### src/rtl/sbs_pkg.sv
package sbs_pkg;

    localparam int STAT_W = 8;

    // Status bit positions (software decodes these)
    localparam int B_RXC = 7;
    localparam int B_TXC = 6;
    localparam int B_DRE = 5;
    localparam int B_RXS = 4;
    localparam int B_SFE = 3;
    localparam int B_RSV = 2;
    localparam int B_BDF = 1;
    localparam int B_WFB = 0;

    typedef struct packed {
        logic rxc;
        logic txc;
        logic dre;
        logic rxs;
        logic sfe;
        logic bdf;
    } flags_t;

    typedef enum logic [1:0] {
        WB_IDLE  = 2'd0,
        WB_ARMED = 2'd1,
        WB_LOW   = 2'd2
    } wfb_state_e;

    function automatic logic [STAT_W-1:0] pack_status(flags_t f);
        logic [STAT_W-1:0] s;
        s        = '0;
        s[B_RXC] = f.rxc;
        s[B_TXC] = f.txc;
        s[B_DRE] = f.dre;
        s[B_RXS] = f.rxs;
        s[B_SFE] = f.sfe;
        s[B_BDF] = f.bdf;
        return s;
    endfunction

    function automatic logic w1c_hit(logic wr, logic [STAT_W-1:0] d, int b);
        return wr && d[b];
    endfunction

endpackage

### src/rtl/sbs_tx_path.sv
module sbs_tx_path #(
    parameter int DATA_W = 8
) (
    input  logic              clk,
    input  logic              rst,
    input  logic              txd_wr,
    input  logic [DATA_W-1:0] txd_wdata,
    input  logic              tx_frame_done,
    input  logic              clr_txc,
    output logic              dre,
    output logic              txc,
    output logic              sh_load,
    output logic [DATA_W-1:0] sh_data,
    output logic              sh_busy
);
    logic              buf_v;
    logic [DATA_W-1:0] buf_d;
    logic              busy_q;
    logic              txc_q;
    logic              xfer;
    logic              frame_end;

    assign xfer      = buf_v && !busy_q;
    assign frame_end = tx_frame_done && busy_q;

    always_ff @(posedge clk) begin
        if (rst) begin
            buf_v  <= 1'b0;
            buf_d  <= '0;
            busy_q <= 1'b0;
            txc_q  <= 1'b0;
        end else begin
            // holding register: a new write wins over the handoff
            if (txd_wr) begin
                buf_v <= 1'b1;
                buf_d <= txd_wdata;
            end else if (xfer) begin
                buf_v <= 1'b0;
            end
            // shifter occupancy
            if (xfer)
                busy_q <= 1'b1;
            else if (frame_end)
                busy_q <= 1'b0;
            // transmit complete: set beats clear
            if (frame_end && !buf_v && !txd_wr)
                txc_q <= 1'b1;
            else if (clr_txc)
                txc_q <= 1'b0;
        end
    end

    assign dre     = !buf_v;
    assign txc     = txc_q;
    assign sh_load = xfer;
    assign sh_data = buf_d;
    assign sh_busy = busy_q;

    assert_dre_clear_R4: assert property (@(posedge clk) disable iff (rst)
        txd_wr |=> !dre);

    assert_load_busy_R5: assert property (@(posedge clk) disable iff (rst)
        sh_load |=> sh_busy);

    assert_txc_empty_R6: assert property (@(posedge clk) disable iff (rst)
        $rose(txc_q) |-> $past(!buf_v && busy_q && tx_frame_done));

endmodule

### src/rtl/sbs_rx_path.sv
module sbs_rx_path #(
    parameter int DATA_W = 8
) (
    input  logic              clk,
    input  logic              rst,
    input  logic              rx_en,
    input  logic              rx_frame_done,
    input  logic [DATA_W-1:0] rx_frame_data,
    input  logic              rxd_rd,
    input  logic              brk_set,
    input  logic              clr_bdf,
    output logic              rxc,
    output logic [DATA_W-1:0] rdata,
    output logic              bdf
);
    logic              rb_v;
    logic [DATA_W-1:0] rb_d;
    logic              bdf_q;
    logic              accept;

    assign accept = rx_en && rx_frame_done;

    always_ff @(posedge clk) begin
        if (rst) begin
            rb_v  <= 1'b0;
            rb_d  <= '0;
            bdf_q <= 1'b0;
        end else begin
            // receive byte: disable flushes, new frame beats a read
            if (!rx_en)
                rb_v <= 1'b0;
            else if (rx_frame_done)
                rb_v <= 1'b1;
            else if (rxd_rd)
                rb_v <= 1'b0;
            if (accept)
                rb_d <= rx_frame_data;
            // break flag: set beats both clear sources
            if (brk_set)
                bdf_q <= 1'b1;
            else if (clr_bdf || accept)
                bdf_q <= 1'b0;
        end
    end

    assign rxc   = rb_v;
    assign rdata = rb_d;
    assign bdf   = bdf_q;

    assert_flush_R3: assert property (@(posedge clk) disable iff (rst)
        !rx_en |=> !rxc);

    assert_rxc_source_R2: assert property (@(posedge clk) disable iff (rst)
        $rose(rb_v) |-> $past(rx_frame_done && rx_en));

    assert_bdf_clear_R10: assert property (@(posedge clk) disable iff (rst)
        (accept && !brk_set) |=> !bdf);

endmodule

### src/rtl/sbs_line_mon.sv
module sbs_line_mon
    import sbs_pkg::*;
#(
    parameter int SYNC_STAGES = 2
) (
    input  logic clk,
    input  logic rst,
    input  logic rxd_line,
    input  logic sleep_i,
    input  logic sdet_en,
    input  logic clr_rxs,
    input  logic arm_wfb,
    output logic rxs,
    output logic brk_pulse
);
    logic [SYNC_STAGES:0] chain;
    logic                 prev_q;
    logic                 line_s;
    logic                 fall;
    logic                 rise;
    logic                 rxs_q;
    wfb_state_e           st_q;
    wfb_state_e           st_d;

    assign chain[0] = rxd_line;

    for (genvar i = 0; i < SYNC_STAGES; i++) begin : g_sync
        logic st_ff;
        always_ff @(posedge clk) begin
            if (rst) st_ff <= 1'b1;
            else     st_ff <= chain[i];
        end
        assign chain[i+1] = st_ff;
    end

    assign line_s = chain[SYNC_STAGES];
    assign fall   = prev_q && !line_s;
    assign rise   = !prev_q && line_s;

    always_comb begin
        st_d = st_q;
        if (arm_wfb) begin
            st_d = WB_ARMED;
        end else begin
            case (st_q)
                WB_ARMED: if (!line_s) st_d = WB_LOW;
                WB_LOW:   if (rise)    st_d = WB_IDLE;
                default:  st_d = WB_IDLE;
            endcase
        end
    end

    always_ff @(posedge clk) begin
        if (rst) begin
            prev_q <= 1'b1;
            rxs_q  <= 1'b0;
            st_q   <= WB_IDLE;
        end else begin
            prev_q <= line_s;
            st_q   <= st_d;
            if (!sdet_en)
                rxs_q <= 1'b0;
            else if (sleep_i && fall)
                rxs_q <= 1'b1;
            else if (clr_rxs)
                rxs_q <= 1'b0;
        end
    end

    assign rxs       = rxs_q && sdet_en;
    assign brk_pulse = (st_q == WB_LOW) && rise;

    assert_rxs_sleep_R8: assert property (@(posedge clk) disable iff (rst)
        $rose(rxs_q) |-> $past(sleep_i && sdet_en));

    assert_wfb_armed_R11: assert property (@(posedge clk) disable iff (rst)
        arm_wfb |=> (st_q == WB_ARMED));

endmodule

### src/rtl/sbs_serial_flags.sv
module sbs_serial_flags
    import sbs_pkg::*;
#(
    parameter int DATA_W      = 8,
    parameter int SYNC_STAGES = 2
) (
    input  logic              clk,
    input  logic              rst,
    input  logic              rx_enable,
    input  logic              standby,
    input  logic              start_det_en,
    input  logic              tx_wr,
    input  logic [DATA_W-1:0] tx_wdata,
    input  logic              rx_rd,
    output logic [DATA_W-1:0] rx_rdata,
    input  logic              stat_wr,
    input  logic [STAT_W-1:0] stat_wdata,
    input  logic              tx_frame_done,
    input  logic              rx_frame_done,
    input  logic [DATA_W-1:0] rx_frame_data,
    input  logic              rxd,
    input  logic              sync_err,
    input  logic              brk_det,
    input  logic [STAT_W-1:0] irq_en,
    output logic [STAT_W-1:0] status,
    output logic              irq,
    output logic              shift_load,
    output logic [DATA_W-1:0] shift_data,
    output logic              shift_busy
);
    flags_t fl;
    logic   clr_txc, clr_rxs, clr_sfe, clr_bdf, arm_wfb;
    logic   sfe_q;
    logic   wfb_brk;
    logic   unused_wbits;

    assign clr_txc = w1c_hit(stat_wr, stat_wdata, B_TXC);
    assign clr_rxs = w1c_hit(stat_wr, stat_wdata, B_RXS);
    assign clr_sfe = w1c_hit(stat_wr, stat_wdata, B_SFE);
    assign clr_bdf = w1c_hit(stat_wr, stat_wdata, B_BDF);
    assign arm_wfb = w1c_hit(stat_wr, stat_wdata, B_WFB);
    // read-only and reserved positions take no write
    assign unused_wbits = ^{stat_wdata[B_RXC], stat_wdata[B_DRE], stat_wdata[B_RSV]};

    sbs_tx_path #(.DATA_W(DATA_W)) u_tx (
        .clk           (clk),
        .rst           (rst),
        .txd_wr        (tx_wr),
        .txd_wdata     (tx_wdata),
        .tx_frame_done (tx_frame_done),
        .clr_txc       (clr_txc),
        .dre           (fl.dre),
        .txc           (fl.txc),
        .sh_load       (shift_load),
        .sh_data       (shift_data),
        .sh_busy       (shift_busy)
    );

    sbs_rx_path #(.DATA_W(DATA_W)) u_rx (
        .clk           (clk),
        .rst           (rst),
        .rx_en         (rx_enable),
        .rx_frame_done (rx_frame_done),
        .rx_frame_data (rx_frame_data),
        .rxd_rd        (rx_rd),
        .brk_set       (brk_det || wfb_brk),
        .clr_bdf       (clr_bdf),
        .rxc           (fl.rxc),
        .rdata         (rx_rdata),
        .bdf           (fl.bdf)
    );

    sbs_line_mon #(.SYNC_STAGES(SYNC_STAGES)) u_line (
        .clk       (clk),
        .rst       (rst),
        .rxd_line  (rxd),
        .sleep_i   (standby),
        .sdet_en   (start_det_en),
        .clr_rxs   (clr_rxs),
        .arm_wfb   (arm_wfb),
        .rxs       (fl.rxs),
        .brk_pulse (wfb_brk)
    );

    always_ff @(posedge clk) begin
        if (rst)
            sfe_q <= 1'b0;
        else if (sync_err)
            sfe_q <= 1'b1;
        else if (clr_sfe)
            sfe_q <= 1'b0;
    end

    assign fl.sfe = sfe_q;
    assign status = pack_status(fl);
    assign irq    = |(status & irq_en);

    assert_sfe_set_R9: assert property (@(posedge clk) disable iff (rst)
        sync_err |=> status[B_SFE]);

    assert_wfb_sets_bdf_R11: assert property (@(posedge clk) disable iff (rst)
        wfb_brk |=> status[B_BDF]);

    assert_dre_hold_R7: assert property (@(posedge clk) disable iff (rst)
        (stat_wr && !tx_wr && !shift_load) |=> $stable(status[B_DRE]));

endmodule

### config.mk
export PLATFORM = sky130hd
export DESIGN_NAME = sbs_serial_flags
export DESIGN_NICKNAME = d
export VERILOG_FILES = /design/src/rtl/sbs_pkg.sv /design/src/rtl/sbs_tx_path.sv /design/src/rtl/sbs_rx_path.sv /design/src/rtl/sbs_line_mon.sv /design/src/rtl/sbs_serial_flags.sv
export SDC_FILE = /design/constraint.sdc
export NUM_CORES = 1
export LEC_CHECK = 0
export CAP_MARGIN = 0
export CORE_MARGIN = 2
export CORE_UTILIZATION = 38
export DETAILED_ROUTE_END_ITERATION = 10
export PLACE_DENSITY = 0.9
export SYNTH_ARGS = -nofsm -noshare
export SYNTH_HDL_FRONTEND = slang
export SYNTH_SLANG_ARGS = --single-unit
### constraint.sdc
create_clock -name clk -period 1.41 [get_ports clk]
set_input_delay 0.282 -clock clk [delete_from_list [all_inputs] [get_ports clk]]
set_output_delay 0.282 -clock clk [all_outputs]
set_load 0.005 [all_outputs]
# [After elaboration in Yosys (flattened, before gate mapping)]
# Index checks and enable logic that the tools add are counted.
[op_classes] mul=0 reduce_logical=35 n_shift=0 div_mod_pow=0 n_bitwise=3 mux=18 n_lt_le_gt_ge=0 addsub=0 eq_ne=6
[op_table] operator="$logic_and A1 B1 Y1" count=15
[op_table] operator="$mux W1" count=15
[op_table] operator="$reduce_bool A2 Y1" count=7
[op_table] operator="$and A8 B8 Y8" count=1
[op_table] operator="$reduce_or A8 Y1" count=1
[op_table] operator="$reduce_or A2 Y1" count=3
[op_table] operator="$logic_not A1 Y1" count=5
[op_table] operator="$mux W2" count=2
[op_table] operator="$pmux W2 S2" count=1
[op_table] operator="$reduce_and A2 Y1" count=2
[op_table] operator="$ne A3 B2 Y1 const B" count=1
[op_table] operator="$ne A3 B3 Y1 const B" count=1
[op_table] operator="$eq A2 B1 Y1 const B" count=1
[op_table] operator="$eq A2 B2 Y1 const B" count=1
[op_table] operator="$logic_or A1 B1 Y1" count=2
[op_table] operator="$ne A2 B1 Y1 const B" count=1
[op_table] operator="$ne A2 B2 Y1 const B" count=1
[op_table] operator="$not A1 Y1" count=2
[word_totals] word_cells=76 ramBits=0 out_inout_bits=27 regBits=28 mem_count=0 latchBits=0 rom_bits=0 inputBits=45

# [Depth between registers and ports, before layout]
# Gate-level depths: netlist of run 1.
[logic_depth] depth_word=5 depth_mapped=4 mapped_depth_nobuf=3

# [Hierarchy]
# Synthesis of run 1 repeated with hierarchy kept, for this count alone.
[unflattened] hier_cells=121 hier_area_um2=1131.1
[by_module_without_submodules] module="sbs_tx_path" n_inst=1 seq_area_each_um2=220.2 cells_each=38 area_each_um2=396.6
[by_module_without_submodules] module="sbs_rx_path" n_inst=1 seq_area_each_um2=200.2 cells_each=44 area_each_um2=386.6
[by_module_without_submodules] module="sbs_line_mon" n_inst=1 seq_area_each_um2=120.1 cells_each=23 area_each_um2=225.2
[by_module_without_submodules] module="sbs_serial_flags" n_inst=1 seq_area_each_um2=20.0 cells_each=16 area_each_um2=122.6

# [Worst setup path before layout of run 1]
# Ideal clock, no wire load.
[synth_timing] path_kind="reg-to-output" start="register u_tx.buf_v" end="output port irq" slack_ps=321 required_time_ps=1128 t_arrival_ps=807 n_path_buf=0 stages_incl_launch_ff=4 path_cell_list="dfxtp_1 > inv_2 > a222oi_1 > nand3_1"
[synth_between] elab_chain_cells=3
[synth_lines] element="start: declaration" line="sbs_tx_path.sv:16" rtl="logic buf_v;"
[synth_lines] element="start signal: assignment" line="sbs_tx_path.sv:28" rtl="buf_v <= 1'b0;"
[synth_lines] element="start signal: assignment" line="sbs_tx_path.sv:35" rtl="buf_v <= 1'b1;"
[synth_lines] element="start signal: assignment" line="sbs_tx_path.sv:38" rtl="buf_v <= 1'b0;"
[synth_lines] element="$logic_not A1 Y1" line="sbs_tx_path.sv:53" rtl="assign dre = !buf_v;"
[synth_lines] element="named net u_tx.dre" line="sbs_tx_path.sv:10" rtl="output logic dre,"
[synth_lines] element="$and A8 B8 Y8" line="sbs_serial_flags.sv:96" rtl="assign irq = |(status & irq_en);"
[synth_lines] element="$reduce_or A8 Y1" line="sbs_serial_flags.sv:96"
[synth_lines] element="end: declaration" line="sbs_serial_flags.sv:26" rtl="output logic irq,"
# The timed path passes the listed nets, and every way through them passes these cells.

# [Worst setup path after layout of run 1]
[layout_timing] start="input port irq_en[5]" end="output port irq"
[layout_between] elab_chain_cells=2
[layout_lines] element="start: declaration" line="sbs_serial_flags.sv:24" rtl="input logic [STAT_W-1:0] irq_en,"
[layout_lines] element="$and A8 B8 Y8" line="sbs_serial_flags.sv:96"
[layout_lines] element="$reduce_or A8 Y1" line="sbs_serial_flags.sv:96"
# No other way between the ends.

==> results of run 1 <==
logic make-up (layout without fill, tap and decap cells):
family	Yosys count	in the layout	share of synthesized area
other	1	2	0.003410
AND/OR/NAND/NOR	51	51	0.2105
AO/OA/AOI/OAI	20	20	0.1138
multiplexers	8	8	0.07281
flip-flops	28	28	0.5097
buffers and inverters	16	83	0.08987
stage by stage:
stage	total power (W)	hold slack [ns]	instance area (um^2)
2_1_floorplan	0.0009784	0.3790	1104
3_3_place_gp	0.001180	0.3944	1778
3_5_place_dp	0.001194	0.4014	1778
4_1_cts	0.001557	0.4386	1812
5_1_grt	0.001613	0.4689	1809
6_report	0.001532	0.4362	1809
per-layer routing:
metal | routed length, um | part of all wire
met1 | 1076 | 0.37
met2 | 1505 | 0.52
met3 | 282 | 0.098
met4 | 20 | 0.0069
met5 | 0 | 0
power breakdown:
group	switching [W]	leakage (nW)	total (W)	internal (W)
clock	0.000220	0.0210	0.000378	0.000158
sequential	0.0000224	0.239	0.000859	0.000837
combinational	0.000104	0.565	0.000295	0.000191
total	0.000346	0.825	0.00153	0.00119
sequential cells by signal, indices dropped and copies added, names as in the netlist, 2 cells and up:
name	cells
u_line.st_q	2
u_rx.rdata	8
u_tx.sh_data	8
u_line.g_sync.st_ff	2
cells in the mapped netlist (2+ instances only):
cell type	count	area share
or2_2	3	0.017
dfxtp_1	28	0.51
nor3b_1	3	0.020
nand2_1	24	0.082
inv_1	2	0.0068
nor2_1	15	0.051
a21oi_1	12	0.055
a211oi_1	2	0.014
and2_1	2	0.011
buf_4	9	0.061
mux2i_1	8	0.073
buf_2	4	0.018
cell type report:
cell class	instances	share of cell area
Tap cell	31	0.02144
Sequential cell	28	0.3264
Timing Repair Buffer	76	0.3804
Multi-Input combinational cell	81	0.2455
Clock buffer	4	0.02006
Inverter	3	0.006224
timing repair:
item / CTS / global route
setup buffers: 1 / 0
endpoints found under the setup margin: 25 / 3
pin swaps: 2 / 0
gates resized for setup: 54 / 3
worst max-delay path by stage:
stage / slack (ns) / from / cells after the start / endpoint
floorplan: 0.32 / u_tx.buf_v / 3 / irq
global placement: -0.48 / irq_en[1] / 4 / irq
detailed placement: -0.52 / irq_en[1] / 4 / irq
CTS: -0.17 / u_tx.buf_v / 4 / irq
global route: -0.21 / u_tx.buf_v / 4 / irq
finish: -0.15 / irq_en[5] / 4 / irq
cell usage in the layout (no fill, tap or decap), drive strengths merged, types with 3 or more instances in the layout:
master         Yosys  final
clkdlybuf4s50      0     38
dfxtp             28     28
nand2             24     24
dlygate4sd2        0     22
nor2              15     15
buf               13     14
a21oi             12     12
mux2i              8      8
clkbuf             0      5
or2                3      3
nor3b              3      3
inv                3      3
==> results.py, run 1 <==
metrics = {
    "setup_path": {
        "arrival_ns": 1.28,
        "cp-end-kind": "output port",
        "cp.required_ns": 1.13,
        "cp_slowest_cell": "clkdlybuf4s50_1",
        "rrSetupSlack_ns": 0.40,
        "cpPeakStageDelay_ns": 0.40,
        "worstReg2RegEnd": "u_rx.bdf",
        "r2r_start": "u_line.prev_q",
        "path_buf_inv": 2,
        "path_delay_family": "buffers and inverters",
        "worstSetupPathType": "primary input to output port",
        "reg2reg_depth": 3,
        "start_kind": "primary input",
        "cp_max_fo": 1,
        "crit_chain": "clkdlybuf4s50_1 > a222oi_1 > nand3_1 > buf_2",
    },
    "min_path": {
        "hold_class": "flop to flop",
        "worstHoldEndpoint": "u_line.g_sync[1].st_ff",
        "holdPathStages": 1,
        "min_from": "u_line.g_sync[0].st_ff",
    },
    "clock_tree": {
        "cts.clk_slew.worst_paths_ns": 0.14,
        "clockRootBuffer": "clkbuf_4",
        "cts_hold_buf": 0,
        "clockBufferDepth": 2,
        "cts.sinks": 28,
        "h-tree-depth": 1,
        "numCtsBuffers": 3,
        "cts_tree": "done",
        "clk_latency_ns": 0.33,
    },
    "global_routing": {
        "grt_use_met3": 0.07589,
        "top_usage_layer": "met2",
        "grt_pass1_wl_um": 4767,
        "grt.overflow.total": 0,
        "gr-usage-met2": 0.3409,
        "grt_pass1_vias": 1110,
        "grt_usage": 0.1835,
        "antenna_found_initial": 0,
        "use_met1": 0.1919,
        "grt_max_degree": 16,
    },
    "timing": {
        "drv_slew": 0,
        "finalClockSkew_ns": 0.005738,
        "rsz0062_at_grt": "true",
        "final.min_clock_period_ns": 1.558,
        "fmax_mhz": 641.6,
        "setup_viol": 1,
        "tns_ns": -0.1485,
        "period_share": 1.105,
        "postLayoutSetupSlackWorst_ns": -0.1485,
        "hold_viol": 0,
    },
    "route": {
        "firstDrtPassIters": 4,
        "drt-total-wl_um": 2884,
        "vias": 1068,
        "post_drt_wl_per_cell_um": 12.93,
        "ant_nets": 0,
        "drc_errors": 0,
        "viasPerCell": 4.789,
        "drtIter0Drc": 41,
    },
    "floorplan": {
        "fp-row-count": 19,
        "dieArea_um2": 3340,
        "die_h_um": 57.80,
        "die_w_um": 57.80,
        "initial_core_util": 0.3988,
        "placeableCoreArea_um2": 2758,
        "io_pins": 72,
    },
    "power": {
        "p_per_area_nw_per_um2": 846.8,
        "irDropWorstVdd_mv": 0.8284,
        "p_leak_nw": 0.8245,
    },
    "final_layout": {
        "drive_gt1_frac": 0.2344,
        "nets": 238,
        "n_antenna_cell": 0,
        "num-fill-cells": 240,
        "final_util": 0.6561,
        "multi_input_area_um2": 444.2,
        "syn2layout_area_growth_pct": 64.51,
        "final_cells": 223,
        "seqCellArea_um2": 590.6,
    },
    "logic_synthesis": {
        "syn_area_per_cell_um2": 8.869,
        "synth-async-reset-ratio": 0,
        "synth_edf_count": 0,
        "ys_seq_elements": 28,
        "yosysSeqAreaShare": 0.5097,
        "ys.flop_type": "dfxtp_1",
        "synth_warnings": 0,
        "synth_area_um2": 1100,
        "netlist_instances": 124,
        "synth_cell_types": 24,
    },
    "placed_design": {
        "routabilityCongestion": 0.8131,
        "detailedPlace.worstSlack_ns": -0.5155,
        "place_hpwl_um": 2367,
        "dp.cells": 218,
        "port_buffers": 64,
    },
    "run": {
        "max_cap_violations": 0,
    },
    "run_status": {
        "violations": "negative setup slack",
        "status": "finished, violations left",
    },
}
No activity file was read; power rests on OpenSTA's default activity.
==> inputs of run 2 (changes only) <==
Settings changed: CTS_CLUSTER_SIZE set to 25.
==> results of run 2 <==
Final layout, timing and power as in run 1 (identical DEF).
==> inputs of run 3 (changes only) <==
Settings changed: CORE_UTILIZATION 38 to 39, CTS_BUF_LIST set to sky130_fd_sc_hd__clkbuf_4, PLACE_DENSITY 0.9 to 0.92.
==> results.py, run 3 (synthesis results as in run 1) <==
metrics = {
    "clock_tree": {
        "h-tree-depth": 1,
        "cts.sinks": 28,
        "clockRootBuffer": "clkbuf_4",
        "clockBufferDepth": 2,
        "numCtsBuffers": 3,
        "cts_tree": "done",
        "clk_latency_ns": 0.32,
        "cts.clk_slew.worst_paths_ns": 0.14,
        "cts_hold_buf": 0,
    },
    "route": {
        "post_drt_wl_per_cell_um": 13.19,
        "drtIter0Drc": 36,
        "vias": 1106,
        "viasPerCell": 4.938,
        "drc_errors": 0,
        "drt-total-wl_um": 2954,
        "firstDrtPassIters": 4,
        "ant_nets": 0,
    },
    "timing": {
        "period_share": 1.082,
        "hold_viol": 0,
        "postLayoutSetupSlackWorst_ns": -0.1163,
        "rsz0062_at_grt": "true",
        "drv_slew": 0,
        "setup_viol": 1,
        "final.min_clock_period_ns": 1.526,
        "fmax_mhz": 655.2,
        "finalClockSkew_ns": 0.003952,
        "tns_ns": -0.1163,
    },
    "floorplan": {
        "placeableCoreArea_um2": 2710,
        "fp-row-count": 19,
        "die_h_um": 57.11,
        "io_pins": 72,
        "dieArea_um2": 3261,
        "initial_core_util": 0.4058,
        "die_w_um": 57.11,
    },
    "setup_path": {
        "cp_max_fo": 2,
        "arrival_ns": 1.24,
        "start_kind": "flop",
        "cp-end-kind": "output port",
        "worstSetupPathType": "flop to output port",
        "cp.required_ns": 1.13,
    },
    "final_layout": {
        "multi_input_area_um2": 454.2,
        "num-fill-cells": 244,
        "drive_gt1_frac": 0.2383,
        "syn2layout_area_growth_pct": 65.64,
        "final_util": 0.6722,
        "n_antenna_cell": 0,
        "layout_commonest_cell": "clkdlybuf4s50_1",
        "nets": 239,
        "final_cell_mix": "clkdlybuf4s50_1 (38), nand2_1 (24), dlygate4sd2_1 (22)",
        "seqCellArea_um2": 590.6,
    },
    "global_routing": {
        "grt_max_degree": 16,
        "antenna_found_initial": 0,
        "grt_pass1_wl_um": 4850,
        "grt_usage": 0.1905,
        "grt_pass1_vias": 1177,
        "grt.overflow.total": 0,
    },
    "placed_design": {
        "place_hpwl_um": 2350,
        "port_buffers": 64,
        "routabilityCongestion": 0.8078,
    },
    "power": {
        "p_per_area_nw_per_um2": 816.8,
        "p_leak_nw": 0.8267,
        "irDropWorstVdd_mv": 0.5499,
    },
    "run_status": {
        "status": "finished, violations left",
        "violations": "negative setup slack",
    },
    "min_path": {
        "hold_class": "flop to flop",
    },
    "run": {
        "max_cap_violations": 0,
    },
}
-- run 3: cell count changes in the layout (fill, tap and decap cells not counted), sizes merged --
cell,previous run,this run
clkbuf,5,3
buf,14,15
clkdlybuf4s15,1,2
clkinv,0,1
-- run 3: cell type report --
type                            instances  share of cell area
Tap cell                               31             0.02129
Inverter                                3            0.006181
Clock inverter                          1            0.002060
Sequential cell                        28              0.3242
Multi-Input combinational cell         81              0.2493
Timing Repair Buffer                   77              0.3846
Clock buffer                            3             0.01236
-- run 3: critical path, cell delays in order (launching register included) --
cell      delay, ns
dfxtp_2        0.37
inv_2          0.04
a222oi_1       0.26
nand3_1        0.11
buf_2          0.14
-- run 3: stage by stage --
stage                     worst slack, ns  cell area, um^2   power, W  std cells  hold WS, ns
after floorplan                    0.3206             1104  0.0009784        125       0.3790
after detailed placement          -0.4784             1785   0.001195        219       0.3984
after CTS                         -0.1396             1813   0.001505        224       0.4324
final                             -0.1163             1822   0.001488        224       0.4284
after global placement            -0.4789             1785   0.001183        219       0.3945
after global routing              -0.3030             1822   0.001568        224       0.4512
-- run 3: per-layer routing --
layer | wire, um | track usage | up-vias
met1 | 1044 | 0.1854 | 506
li1 | - | - | 542
met4 | 87 | 0.09635 | 0
met2 | 1579 | 0.3711 | 49
met5 | 0 | 0 | -
met3 | 243 | 0.04082 | 9
-- run 3: path summary, 6_finish.rpt --
| check | endpoint | start | cells after the start | slack (ns) |
|---|---|---|---|---|
| max | irq | u_tx.buf_v | 4 | -0.12 |
| min | u_line.g_sync[1].st_ff | u_line.g_sync[0].st_ff | 1 | 0.43 |
| max reg2reg | u_rx.bdf | u_line.st_q[0] | 3 | 0.34 |
| min reg2reg | u_line.g_sync[1].st_ff | u_line.g_sync[0].st_ff | 1 | 0.43 |
-- run 3: power by group --
group	switching, W	total, W	leakage [nW]	internal, W
logic	0.000108	0.000303	0.573	0.000195
registers	0.0000216	0.000858	0.239	0.000837
clock network	0.000223	0.000327	0.0154	0.000104
-- run 3: repair_timing --
| item | in CTS | in global routing |
|---|---|---|
| setup buffers | 1 | 0 |
| endpoints found under the setup margin | 25 | 4 |
| pin swaps | 2 | 1 |
| resized for setup | 57 | 3 |
